### config.mk
export PLATFORM = sky130hd
export DESIGN_NAME = kbc_host_port
export DESIGN_NICKNAME = d
export VERILOG_FILES = /design/src/rtl/kbc_host_pkg.sv /design/src/rtl/kbc_ibuf.sv /design/src/rtl/kbc_cmd_dec.sv /design/src/rtl/kbc_obuf.sv /design/src/rtl/kbc_pulse.sv /design/src/rtl/kbc_host_port.sv
export SDC_FILE = /design/constraint.sdc
export NUM_CORES = 1
export LEC_CHECK = 0
export ABC_AREA = 1
export BUFFER_PORTS_ARGS = -buffer_cell sky130_fd_sc_hd__buf_2
export CORE_MARGIN = 2
export CORE_UTILIZATION = 39
export CTS_CLUSTER_DIAMETER = 100
export DETAILED_ROUTE_END_ITERATION = 8
export PLACE_DENSITY = 0.59
export SLEW_MARGIN = 30
export SYNTH_ARGS = -nofsm -noshare
export SYNTH_HDL_FRONTEND = slang
export SYNTH_SLANG_ARGS = --single-unit
### constraint.sdc
create_clock -name clk_i -period 2.1 [get_ports clk_i]
set_input_delay 0.105 -clock clk_i [delete_from_list [all_inputs] [get_ports clk_i]]
set_output_delay 0.105 -clock clk_i [all_outputs]
set_load 0.02 [all_outputs]
### src/rtl/kbc_host_pkg.sv
package kbc_host_pkg;
  typedef enum logic [2:0] {
    PEND_NONE, PEND_RAM, PEND_OUTP, PEND_KOB, PEND_AOB, PEND_AUX_TX
  } pend_e;

  localparam logic [7:0] CB_WMASK = 8'h77;  // bits 7 and 3 reserved
  localparam logic [7:0] ERR_BYTE = 8'hFF;
  localparam int CB_AUXDIS = 5;
  localparam int CB_KBDDIS = 4;
  localparam int CB_SYS    = 2;
  localparam int CB_AUXIE  = 1;
  localparam int CB_KBDIE  = 0;
endpackage

### src/rtl/kbc_ibuf.sv
module kbc_ibuf #(
  parameter int DW = 8
) (
  input  logic          clk_i,
  input  logic          rst_ni,
  input  logic          wr_i,
  input  logic          sel_cmd_i,
  input  logic [DW-1:0] wdata_i,
  input  logic          consume_i,
  output logic          full_o,
  output logic          is_cmd_o,
  output logic [DW-1:0] byte_o
);
  always_ff @(posedge clk_i or negedge rst_ni) begin
    if (!rst_ni) begin
      full_o   <= 1'b0;
      is_cmd_o <= 1'b0;
      byte_o   <= '0;
    end else if (wr_i) begin
      full_o   <= 1'b1;
      is_cmd_o <= sel_cmd_i;
      byte_o   <= wdata_i;
    end else if (consume_i) begin
      full_o   <= 1'b0;
    end
  end
endmodule

### src/rtl/kbc_cmd_dec.sv
module kbc_cmd_dec
  import kbc_host_pkg::*;
#(
  parameter int         RAM_AW   = 5,
  parameter logic [7:0] OUTP_RST = 8'h03,
  parameter logic [7:0] CB_RST   = 8'h00
) (
  input  logic       clk_i,
  input  logic       rst_ni,
  input  logic       ibuf_full_i,
  input  logic       ibuf_cmd_i,
  input  logic [7:0] ibuf_byte_i,
  input  logic       go_i,
  input  logic [1:0] link_data_i,
  output logic       consume_o,
  output logic       resp_valid_o,
  output logic [7:0] resp_byte_o,
  output logic       resp_aux_o,
  output logic       kbd_tx_valid_o,
  output logic       aux_tx_valid_o,
  output logic [7:0] tx_byte_o,
  output logic [4:0] cb_flags_o,
  output logic [7:0] out_reg_o,
  output logic       pulse_start_o,
  output logic [3:0] pulse_mask_o
);
  localparam int RAM_N = 1 << RAM_AW;

  pend_e             pend_q, pend_d;
  logic [RAM_AW-1:0] waddr_q, waddr_d;
  logic [7:0]        cb_q, cb_d;
  logic [7:0]        outp_q, outp_d;
  logic [7:0]        ram_q [RAM_N];
  logic              ram_we;
  logic [RAM_AW-1:0] addr;

  assign addr      = ibuf_byte_i[RAM_AW-1:0];
  assign consume_o = ibuf_full_i & go_i;
  assign tx_byte_o = ibuf_byte_i;

  always_comb begin
    pend_d         = pend_q;
    waddr_d        = waddr_q;
    cb_d           = cb_q;
    outp_d         = outp_q;
    ram_we         = 1'b0;
    resp_valid_o   = 1'b0;
    resp_byte_o    = '0;
    resp_aux_o     = 1'b0;
    kbd_tx_valid_o = 1'b0;
    aux_tx_valid_o = 1'b0;
    pulse_start_o  = 1'b0;
    pulse_mask_o   = '0;
    if (consume_o) begin
      if (ibuf_cmd_i) begin
        pend_d = PEND_NONE;  // a new command cancels any armed follow-on
        if (ibuf_byte_i[7:5] == 3'b001) begin
          resp_valid_o = 1'b1;
          resp_byte_o  = (addr == '0) ? cb_q : ram_q[addr];
        end else if (ibuf_byte_i[7:5] == 3'b011) begin
          pend_d  = PEND_RAM;
          waddr_d = addr;
        end else if (ibuf_byte_i[7:4] == 4'hF) begin
          pulse_start_o = 1'b1;
          pulse_mask_o  = ~ibuf_byte_i[3:0];
        end else begin
          case (ibuf_byte_i)
            8'hA7: cb_d[CB_AUXDIS] = 1'b1;
            8'hA8: cb_d[CB_AUXDIS] = 1'b0;
            8'hAD: cb_d[CB_KBDDIS] = 1'b1;
            8'hAE: cb_d[CB_KBDDIS] = 1'b0;
            8'hC0: begin
              resp_valid_o = 1'b1;
              resp_byte_o  = {6'b0, link_data_i};
            end
            8'hD0: begin
              resp_valid_o = 1'b1;
              resp_byte_o  = outp_q;
            end
            8'hD1: pend_d = PEND_OUTP;
            8'hD2: pend_d = PEND_KOB;
            8'hD3: pend_d = PEND_AOB;
            8'hD4: pend_d = PEND_AUX_TX;
            default: ;
          endcase
        end
      end else begin
        pend_d = PEND_NONE;
        case (pend_q)
          PEND_RAM: begin
            if (waddr_q == '0) cb_d = ibuf_byte_i & CB_WMASK;
            else               ram_we = 1'b1;
          end
          PEND_OUTP: outp_d = ibuf_byte_i;
          PEND_KOB: begin
            resp_valid_o = 1'b1;
            resp_byte_o  = ibuf_byte_i;
          end
          PEND_AOB: begin
            resp_valid_o = 1'b1;
            resp_byte_o  = ibuf_byte_i;
            resp_aux_o   = 1'b1;
          end
          PEND_AUX_TX: aux_tx_valid_o = 1'b1;
          default:     kbd_tx_valid_o = 1'b1;
        endcase
      end
    end
  end

  always_ff @(posedge clk_i or negedge rst_ni) begin
    if (!rst_ni) begin
      pend_q  <= PEND_NONE;
      waddr_q <= '0;
      cb_q    <= CB_RST & CB_WMASK;
      outp_q  <= OUTP_RST;
      for (int i = 0; i < RAM_N; i++) ram_q[i] <= '0;
    end else begin
      pend_q  <= pend_d;
      waddr_q <= waddr_d;
      cb_q    <= cb_d;
      outp_q  <= outp_d;
      if (ram_we) ram_q[waddr_q] <= ibuf_byte_i;
    end
  end

  assign cb_flags_o = {cb_q[CB_AUXDIS], cb_q[CB_KBDDIS], cb_q[CB_SYS],
                       cb_q[CB_AUXIE], cb_q[CB_KBDIE]};
  assign out_reg_o  = outp_q;
endmodule

### src/rtl/kbc_obuf.sv
module kbc_obuf
  import kbc_host_pkg::*;
(
  input  logic       clk_i,
  input  logic       rst_ni,
  input  logic       rd_i,
  input  logic       resp_valid_i,
  input  logic [7:0] resp_byte_i,
  input  logic       resp_aux_i,
  input  logic [1:0] rx_valid_i,   // [1] aux, [0] keyboard
  input  logic [7:0] rx_byte_i [2],
  input  logic [1:0] rx_perr_i,
  input  logic [1:0] rx_tmo_i,
  input  logic [1:0] link_en_i,
  input  logic [1:0] irq_en_i,
  output logic [1:0] rx_ack_o,
  output logic       dev_take_o,
  output logic [7:0] byte_o,
  output logic       full_o,
  output logic       aux_o,
  output logic       perr_o,
  output logic       tmo_o,
  output logic [1:0] irq_o         // [1] IRQ12, [0] IRQ1
);
  logic [1:0] can_take;
  logic       sel;  // winning link

  for (genvar g = 0; g < 2; g++) begin : g_link
    assign can_take[g] = rx_valid_i[g] & link_en_i[g] & ~full_o;
  end

  // keyboard wins ties
  assign rx_ack_o   = {can_take[1] & ~can_take[0], can_take[0]};
  assign dev_take_o = |can_take;
  assign sel        = ~can_take[0];

  always_ff @(posedge clk_i or negedge rst_ni) begin
    if (!rst_ni) begin
      byte_o <= '0;
      full_o <= 1'b0;
      aux_o  <= 1'b0;
      perr_o <= 1'b0;
      tmo_o  <= 1'b0;
      irq_o  <= '0;
    end else if (dev_take_o) begin
      byte_o <= (rx_perr_i[sel] | rx_tmo_i[sel]) ? ERR_BYTE : rx_byte_i[sel];
      full_o <= 1'b1;
      aux_o  <= sel;
      perr_o <= rx_perr_i[sel];
      tmo_o  <= rx_tmo_i[sel];
      irq_o  <= sel ? {irq_en_i[1], 1'b0} : {1'b0, irq_en_i[0]};
    end else if (resp_valid_i) begin
      byte_o <= resp_byte_i;
      full_o <= 1'b1;
      aux_o  <= resp_aux_i;
      perr_o <= 1'b0;
      tmo_o  <= 1'b0;
      irq_o  <= resp_aux_i ? {irq_en_i[1], 1'b0} : {1'b0, irq_en_i[0]};
    end else if (rd_i) begin
      full_o <= 1'b0;
      aux_o  <= 1'b0;
      irq_o  <= '0;
    end
  end
endmodule

### src/rtl/kbc_pulse.sv
module kbc_pulse #(
  parameter int CYCLES = 300
) (
  input  logic       clk_i,
  input  logic       rst_ni,
  input  logic       start_i,
  input  logic [3:0] mask_i,
  output logic       busy_o,
  output logic [3:0] mask_o
);
  localparam int             CW   = $clog2(CYCLES + 1);
  localparam logic [CW-1:0]  LOAD = CW'(CYCLES);

  logic [CW-1:0] cnt_q;

  always_ff @(posedge clk_i or negedge rst_ni) begin
    if (!rst_ni) begin
      cnt_q  <= '0;
      mask_o <= '0;
    end else if (start_i) begin
      cnt_q  <= LOAD;
      mask_o <= mask_i;
    end else if (cnt_q != '0) begin
      cnt_q <= cnt_q - 1'b1;
    end
  end

  assign busy_o = (cnt_q != '0);
endmodule

### src/rtl/kbc_host_port.sv
module kbc_host_port #(
  parameter int         PULSE_CYCLES = 300,
  parameter int         RAM_AW       = 5,
  parameter logic [7:0] OUTP_RST     = 8'h03
) (
  input  logic       clk_i,
  input  logic       rst_ni,
  input  logic       hst_wr_i,
  input  logic       hst_rd_i,
  input  logic       hst_cmd_sel_i,
  input  logic [7:0] hst_wdata_i,
  output logic [7:0] hst_rdata_o,
  output logic       irq1_o,
  output logic       irq12_o,
  input  logic       kbd_rx_valid_i,
  input  logic [7:0] kbd_rx_byte_i,
  input  logic       kbd_rx_perr_i,
  input  logic       kbd_rx_tmo_i,
  output logic       kbd_rx_ack_o,
  input  logic       aux_rx_valid_i,
  input  logic [7:0] aux_rx_byte_i,
  input  logic       aux_rx_perr_i,
  input  logic       aux_rx_tmo_i,
  output logic       aux_rx_ack_o,
  output logic       kbd_tx_valid_o,
  output logic       aux_tx_valid_o,
  output logic [7:0] tx_byte_o,
  output logic       kbd_inhibit_o,
  output logic       aux_inhibit_o,
  input  logic       pw_secure_i,
  input  logic [1:0] link_data_i,
  output logic [7:0] out_port_o
);
  logic       ib_full, ib_cmd, consume;
  logic [7:0] ib_byte;
  logic       resp_valid, resp_aux;
  logic [7:0] resp_byte;
  logic [4:0] cb_flags;   // {auxdis, kbddis, sys, auxie, kbdie}
  logic [7:0] out_reg;
  logic       pulse_start, pulse_busy;
  logic [3:0] pulse_mask_d, pulse_mask_q;
  logic       ob_full, ob_aux, ob_perr, ob_tmo, dev_take;
  logic [7:0] ob_byte;
  logic [1:0] rx_ack, irq;
  logic [7:0] rx_bytes [2];
  logic [7:0] status_w;
  logic       go;

  assign go = ~ob_full & ~dev_take & ~pulse_busy;

  kbc_ibuf #(.DW(8)) i_ibuf (
    .clk_i, .rst_ni,
    .wr_i      (hst_wr_i),
    .sel_cmd_i (hst_cmd_sel_i),
    .wdata_i   (hst_wdata_i),
    .consume_i (consume),
    .full_o    (ib_full),
    .is_cmd_o  (ib_cmd),
    .byte_o    (ib_byte)
  );

  kbc_cmd_dec #(.RAM_AW(RAM_AW), .OUTP_RST(OUTP_RST), .CB_RST(8'h00)) i_dec (
    .clk_i, .rst_ni,
    .ibuf_full_i    (ib_full),
    .ibuf_cmd_i     (ib_cmd),
    .ibuf_byte_i    (ib_byte),
    .go_i           (go),
    .link_data_i    (link_data_i),
    .consume_o      (consume),
    .resp_valid_o   (resp_valid),
    .resp_byte_o    (resp_byte),
    .resp_aux_o     (resp_aux),
    .kbd_tx_valid_o (kbd_tx_valid_o),
    .aux_tx_valid_o (aux_tx_valid_o),
    .tx_byte_o      (tx_byte_o),
    .cb_flags_o     (cb_flags),
    .out_reg_o      (out_reg),
    .pulse_start_o  (pulse_start),
    .pulse_mask_o   (pulse_mask_d)
  );

  assign rx_bytes[0] = kbd_rx_byte_i;
  assign rx_bytes[1] = aux_rx_byte_i;

  kbc_obuf i_obuf (
    .clk_i, .rst_ni,
    .rd_i         (hst_rd_i & ~hst_cmd_sel_i),
    .resp_valid_i (resp_valid),
    .resp_byte_i  (resp_byte),
    .resp_aux_i   (resp_aux),
    .rx_valid_i   ({aux_rx_valid_i, kbd_rx_valid_i}),
    .rx_byte_i    (rx_bytes),
    .rx_perr_i    ({aux_rx_perr_i, kbd_rx_perr_i}),
    .rx_tmo_i     ({aux_rx_tmo_i, kbd_rx_tmo_i}),
    .link_en_i    (~cb_flags[4:3]),
    .irq_en_i     (cb_flags[1:0]),
    .rx_ack_o     (rx_ack),
    .dev_take_o   (dev_take),
    .byte_o       (ob_byte),
    .full_o       (ob_full),
    .aux_o        (ob_aux),
    .perr_o       (ob_perr),
    .tmo_o        (ob_tmo),
    .irq_o        (irq)
  );

  kbc_pulse #(.CYCLES(PULSE_CYCLES)) i_pulse (
    .clk_i, .rst_ni,
    .start_i (pulse_start),
    .mask_i  (pulse_mask_d),
    .busy_o  (pulse_busy),
    .mask_o  (pulse_mask_q)
  );

  assign kbd_rx_ack_o  = rx_ack[0];
  assign aux_rx_ack_o  = rx_ack[1];
  assign irq1_o        = irq[0];
  assign irq12_o       = irq[1];
  assign kbd_inhibit_o = cb_flags[3] | ob_full;
  assign aux_inhibit_o = cb_flags[4] | ob_full;

  assign status_w = {ob_perr, ob_tmo, ob_aux, ~pw_secure_i,
                     ib_cmd, cb_flags[2], ib_full, ob_full};
  assign hst_rdata_o = hst_cmd_sel_i ? status_w : ob_byte;
  assign out_port_o  = {out_reg[7:4],
                        out_reg[3:0] & ~(pulse_busy ? pulse_mask_q : 4'h0)};
endmodule

== Word-level counts from Yosys, hierarchy flattened ==
Cells that the tools add are included.

* Register bits after elaboration: 315
* Word-level logic and storage cells: 210

* Add/sub/neg operators: 1
* Reductions and logical operators: 19
* Eq/ne operators: 23
* $lt $le $gt $ge: 5
* Muxes and demuxes: 86
* Bitwise gates (word level): 27

{| class="wikitable"
|+ Operators by type and width
! operator !! number
|-
| $bwmux 256 || 1
|-
| $mux 8 || 17
|-
| $eq 8x8->1 const B || 10
|-
| $bmux 8 s5 || 1
|-
| $demux 8 s5 || 1
|-
| $mux 1 || 39
|-
| $mux 4 || 6
|-
| $mux 2 || 9
|-
| $mux 9 || 2
|-
| $pmux 8 s2 || 1
|-
| $reduce_and 7->1 || 2
|-
| $ge 6x6->1 const B || 2
|-
| $mux 3 || 4
|-
| $mux 6 || 2
|-
| $not 5->6 || 2
|-
| $pmux 3 s4 || 1
|-
| $logic_not 5->1 || 2
|-
| $reduce_bool 2->1 || 5
|-
| $and 1x1->1 || 9
|-
| $eq 3x2->1 const B || 3
|-
| $reduce_bool 9->1 || 1
|-
| $sub 9x1->9 const B || 1
|-
| $not 1->1 || 8
|-
| $not 4->4 || 2
|-
| 19 further kinds || 30
|}

== Logic depth before layout (Yosys ltp) ==
* Depth in word-level cells: 12
* Depth in mapped cells: 16
* Mapped depth without buffers: 13

== Cells and area by module ==
Synthesis repeated with hierarchy kept, for this count alone.

* Cell total of the unflattened synthesis: 1945
* Area total of the unflattened synthesis: 15092.0 um^2

{| class="wikitable"
|+ Modules (own cells, without submodules)
! module !! times used !! cells each !! area each (um^2)
|-
| kbc_cmd_dec || 1 || 1641 || 12939.9
|-
| kbc_obuf || 1 || 131 || 877.1
|-
| kbc_pulse || 1 || 90 || 715.7
|-
| kbc_ibuf || 1 || 42 || 377.9
|-
| kbc_host_port || 1 || 41 || 181.4
|}

== Worst setup path before layout ==
No wires, ideal clock.

* Kind: register to output
* Start point: register i_pulse.cnt_q[0]
* End point: output kbd_tx_valid_o
* Stages on the path, launching flop included: 7
* Path slack: 0.057 ns
* Required time: 1.995 ns
* Data arrival time: 1.938 ns
* Path buffers: 0
* Cell sequence: dfrtp_1 -> inv_1 -> ha_1 -> nand4_1 -> nor4_2 -> nand2_1 -> nor4_1

* Longest elaborated chain between the ends: 5

{| class="wikitable"
|+ Ends and longest elaborated chain
! element !! RTL line !! RTL
|-
| start, declared || kbc_pulse.sv:14 || <nowiki>logic [CW-1:0] cnt_q;</nowiki>
|-
| start signal, assigned || kbc_pulse.sv:24 || <nowiki>cnt_q <= cnt_q - 1'b1;</nowiki>
|-
| $reduce_bool 9->1 || kbc_pulse.sv:28 || <nowiki>assign busy_o = (cnt_q != '0);</nowiki>
|-
| $not 1->1 || kbc_host_port.sv:49 || <nowiki>assign go = ~ob_full & ~dev_take & ~pulse_busy;</nowiki>
|-
| $and 1x1->1 || kbc_host_port.sv:49 ||
|-
| $and 1x1->1 || kbc_cmd_dec.sv:38 || <nowiki>assign consume_o = ibuf_full_i & go_i;</nowiki>
|-
| $mux 1 || kbc_cmd_dec.sv:54 || <nowiki>if (consume_o) begin</nowiki>
|-
| end, declared || kbc_host_port.sv:25 || <nowiki>output logic kbd_tx_valid_o,</nowiki>
|}

No other way between the ends.

== Worst setup path in the final report ==
* Start point: register i_pulse.cnt_q[0]
* End point: register i_dec.ram_q[106] (netlist bit)

* Longest elaborated chain between the ends: 5

{| class="wikitable"
|+ Ends and longest elaborated chain
! element !! RTL line !! RTL
|-
| $reduce_bool 9->1 || kbc_pulse.sv:28 ||
|-
| $not 1->1 || kbc_host_port.sv:49 ||
|-
| $and 1x1->1 || kbc_host_port.sv:49 ||
|-
| $and 1x1->1 || kbc_cmd_dec.sv:38 ||
|-
| $mux 1 || kbc_cmd_dec.sv:54 ||
|-
| end signal, assigned by index || kbc_cmd_dec.sv:123 || <nowiki>if (ram_we) ram_q[waddr_q] <= ibuf_byte_i;</nowiki>
|-
| end, declared || kbc_cmd_dec.sv:33 || <nowiki>logic [7:0] ram_q [RAM_N];</nowiki>
|}

No other way between the ends.
A chain may end at the register's enable or synchronous reset.

==> impl_metrics.csv <==
group,metric,value,unit
run_status,status,"finished with violations",
run_status,failed_checks,"setup timing",
hold_path,min_path_cells,7,
die,start_util,39.7,%
synthesis,ys_types,38,
synthesis,syn_inst,1966,
cts,clk_latency,0.56,ns
drt,drt_first_pass_iters,5,
placed_design,port_buffers,69,
timing,slew_violations,0,
cts,clk_pin_slew_worst_paths,0.06,ns
cts,cts_made_buffers,38,
worst_setup_path,timing.rr.end,"i_dec.ram_q[106]",
drt,drt_iter0_markers,1313,
worst_setup_path,critPathMaxFanout,8,
run,maxCapViolCount,0,
worst_setup_path,reg2reg_slack,-0.14,ns
power,power_density,751,nW/um^2
timing,slew_headroom,45.7,%
worst_setup_path,start_kind,"register",
layout,n_fill_cell,3534,
synthesis,synth-main-ff-cell,"dfrtp_1",
worst_setup_path,r2r.worst_path.cells,13,
timing,timing.fmax,446,MHz
placed_design,placed_cell_area,16400,sq um
placed_design,hpwl,29700,microns
synthesis,ys_seq_area_share,52.5,%
synthesis,syn_area,15000,sq um
drt,postRouteAntennaNets,0,
power,peakVddDrop,0.643,mV
worst_setup_path,critical_path.reg2reg.startpoint,"i_pulse.cnt_q[0]",
placed_design,place_congestion,0.908,
layout,antenna_cells,0,
layout,drive_gt1_share,24.4,%
layout,postLayoutCellArea,20100,sq um
global_routing,gr-total-overflow,0,
global_routing,grt_start_max_net_pins,92,
drt,drc,0,
timing,min_period_over_period,107,%
cts,cts_max_path_buffers,3,
cts,cts_tree,"yes",
drt,wire_per_inst,18.8,microns
drt,totalWireLength,50500,microns
global_routing,grt_pass1_vias,13200,
global_routing,grt_use_total,23.0,%
timing,min_period,2.24,ns
cts,cts_root_buf,"clkbuf_16",
worst_setup_path,crit_arrival,2.65,ns
die,coreArea,37800,sq um
die,die-area,40100,sq um
drt,routed-via-count,14300,
synthesis,yosysWarningCount,0,
timing,report.final.setup_viol,171,
synthesis,synth-edff-count,0,
timing,hold_viol,0,
synthesis,synth_nets,2006,
die,die_w,200,microns
placed_design,place_ws,-0.0917,ns
synthesis,syn_area_per_cell,7.64,sq um
hold_path,min_from,"aux_rx_byte_i[3]",
placed_design,dp_cells,2520,
timing,worst_slew_pin_slew,0.811,ns
layout,multiInputGateArea,7710,sq um
die,fp-row-count,71,
cts,clkSinkCount,315,
synthesis,synthArstFlopShare,100,%
timing,finClkSkew,0.0206,ns
drt,via_per_inst,5.32,
hold_path,holdPathEnd,"i_obuf.byte_o[3]",
global_routing,grt_pass1_wl,73700,microns
die,dieHeight,200,microns
layout,num-nets-final,2189,
worst_setup_path,endpoint_kind,"register",
power,leakage,9.63,nW
power,power.total,15.1,mW
timing,setup_ws,-0.145,ns
global_routing,grt_antenna_before_repair,0,
layout,area.growth.synth_to_final,33.9,%
hold_path,min_path_type,"input pin to register",
synthesis,ys_seq_elements,315,
layout,register_area,7890,sq um
worst_setup_path,critPathKind,"register to register",
timing,rsz0062_at_grt,"yes",
layout,stdcell_count,2687,
die,io_pins,70,
cts,htreeDepth,2,
worst_setup_path,crit_required,2.50,ns
[cells in the mapped netlist (all sizes together), types with 2 or more instances]
| cell | instances | area [sq um] |
|---|---|---|
| nand2 | 827 | 3180 |
| o21ai | 330 | 1650 |
| dfrtp | 313 | 7830 |
| nor2 | 148 | 566 |
| clkbuf | 78 | 293 |
| inv | 62 | 233 |
| buf | 47 | 258 |
| nand3 | 46 | 230 |
| a22oi | 32 | 240 |
| a21oi | 20 | 100 |
| nand4 | 13 | 81.3 |
| clkinv | 11 | 41.3 |
| nor3 | 10 | 55.1 |
| a31oi | 4 | 25.0 |
| o211ai | 4 | 30.0 |
| nor4 | 3 | 25.0 |
| o22ai | 3 | 18.8 |
| dfstp | 2 | 52.6 |
| ha | 2 | 25.0 |
| mux2i | 2 | 20.0 |
| xnor2 | 2 | 17.5 |
[per-stage QoR]
stage / utilization, % / hold slack [ns] / setup TNS (ns)
3_5_place_dp: 43.4 / -0.0214 / -0.226
2_1_floorplan: - / -0.191 / 0
6_report: 53.2 / 0.00964 / -11.95
4_1_cts: 48.3 / 0.00139 / -1.80
3_3_place_gp: 43.4 / -0.0237 / -0.212
5_1_grt: 53.2 / 0.0569 / -43.33
[timing repair]
action                                  in CTS  in global routing
gates cloned                                 0                 29
endpoints found under the setup margin      11                272
hold buffers                                39                  0
pin swaps                                    2                 33
hold endpoints to repair                   332                  0
buffers inserted                             3                 29
resized for setup                           24                313
[cell type report]
cell class                 instances  share of cell area [%]
sequential                       315                    39.2
multi-input combinational       1478                    38.3
timing repair buffer             243                    11.2
clock buffer                      54                    5.53
tap                              511                    3.18
inverter                          73                    1.40
clock inverter                    13                    1.13
[worst max-delay path by stage]
stage	from	endpoint	cells past startpoint
5_1_grt	i_pulse.cnt_q[0]	i_dec.ram_q[86]	13
4_1_cts	i_pulse.cnt_q[5]	kbd_tx_valid_o	9
3_3_place_gp	i_ibuf.byte_o[1]	i_obuf.byte_o[7]	12
3_5_place_dp	i_ibuf.byte_o[1]	i_obuf.byte_o[7]	12
2_1_floorplan	i_pulse.cnt_q[0]	kbd_tx_valid_o	6
6_report	i_pulse.cnt_q[0]	i_dec.ram_q[106]	13
[cells in the final DEF (no fill, tap or decap), drive strengths merged, types with 3 or more instances in the layout]
cell type	Yosys	final
nand3	46	46
nand4	13	13
o211ai	4	4
o22ai	3	3
clkinv	11	14
dlygate4sd3	0	39
a31oi	4	4
dfrtp	313	313
nor2	148	148
buf	47	202
a22oi	32	32
bufinv	0	6
inv	62	66
a21oi	20	20
nor3	10	10
o21ai	330	330
nor4	3	3
clkbuf	78	56
nand2	827	852
[power by group]
part | total, mW | switching, mW | internal [mW]
combinational | 1.80 | 1.24 | 0.561
clock | 7.07 | 2.64 | 4.43
sequential | 6.24 | 0.0713 | 6.17
total | 15.1 | 3.95 | 11.2
[worst max-delay path: stages (launching register included)]
cell       delay [ns]
dfrtp_1          0.38
inv_2            0.08
ha_4             0.14
buf_6            0.08
nand4_1          0.11
nor3_2           0.26
inv_2            0.08
nor2_4           0.22
buf_12           0.16
clkbuf_16        0.16
buf_12           0.15
nand2_8          0.10
nand2_1          0.09
o21ai_1          0.06
[cells by family after synthesis]
group                      Yosys count  share of synthesized area, %
and+or+nand+nor                   1050                          27.7
AOI/OAI and AO/OA                  397                          14.0
DFF                                315                          52.5
buffers and inverters              198                          5.49
xor gates and xnor gates             2                         0.117
muxes                                2                         0.133
adders and majority gates            2                         0.166
[routing by layer]
layer,wire length [microns],track usage [%],vias up
met5,0,0,-
met4,1680,7.65,0
li1,-,-,6752
met3,3020,3.94,113
met2,23700,36.3,458
met1,22100,32.1,6981
[flip-flops by register name (all words and copies together) (netlist names), 2 cells and up]
register,count
i_dec.cb_q,6
i_dec.out_reg_o,8
i_dec.pend_q,3
i_dec.ram_q,256
i_dec.waddr_q,5
i_ibuf.byte_o,8
i_obuf.byte_o,8
i_obuf.irq_o,2
i_pulse.cnt_q,9
i_pulse.mask_o,4
No activity file was read; power rests on OpenSTA's default activity.
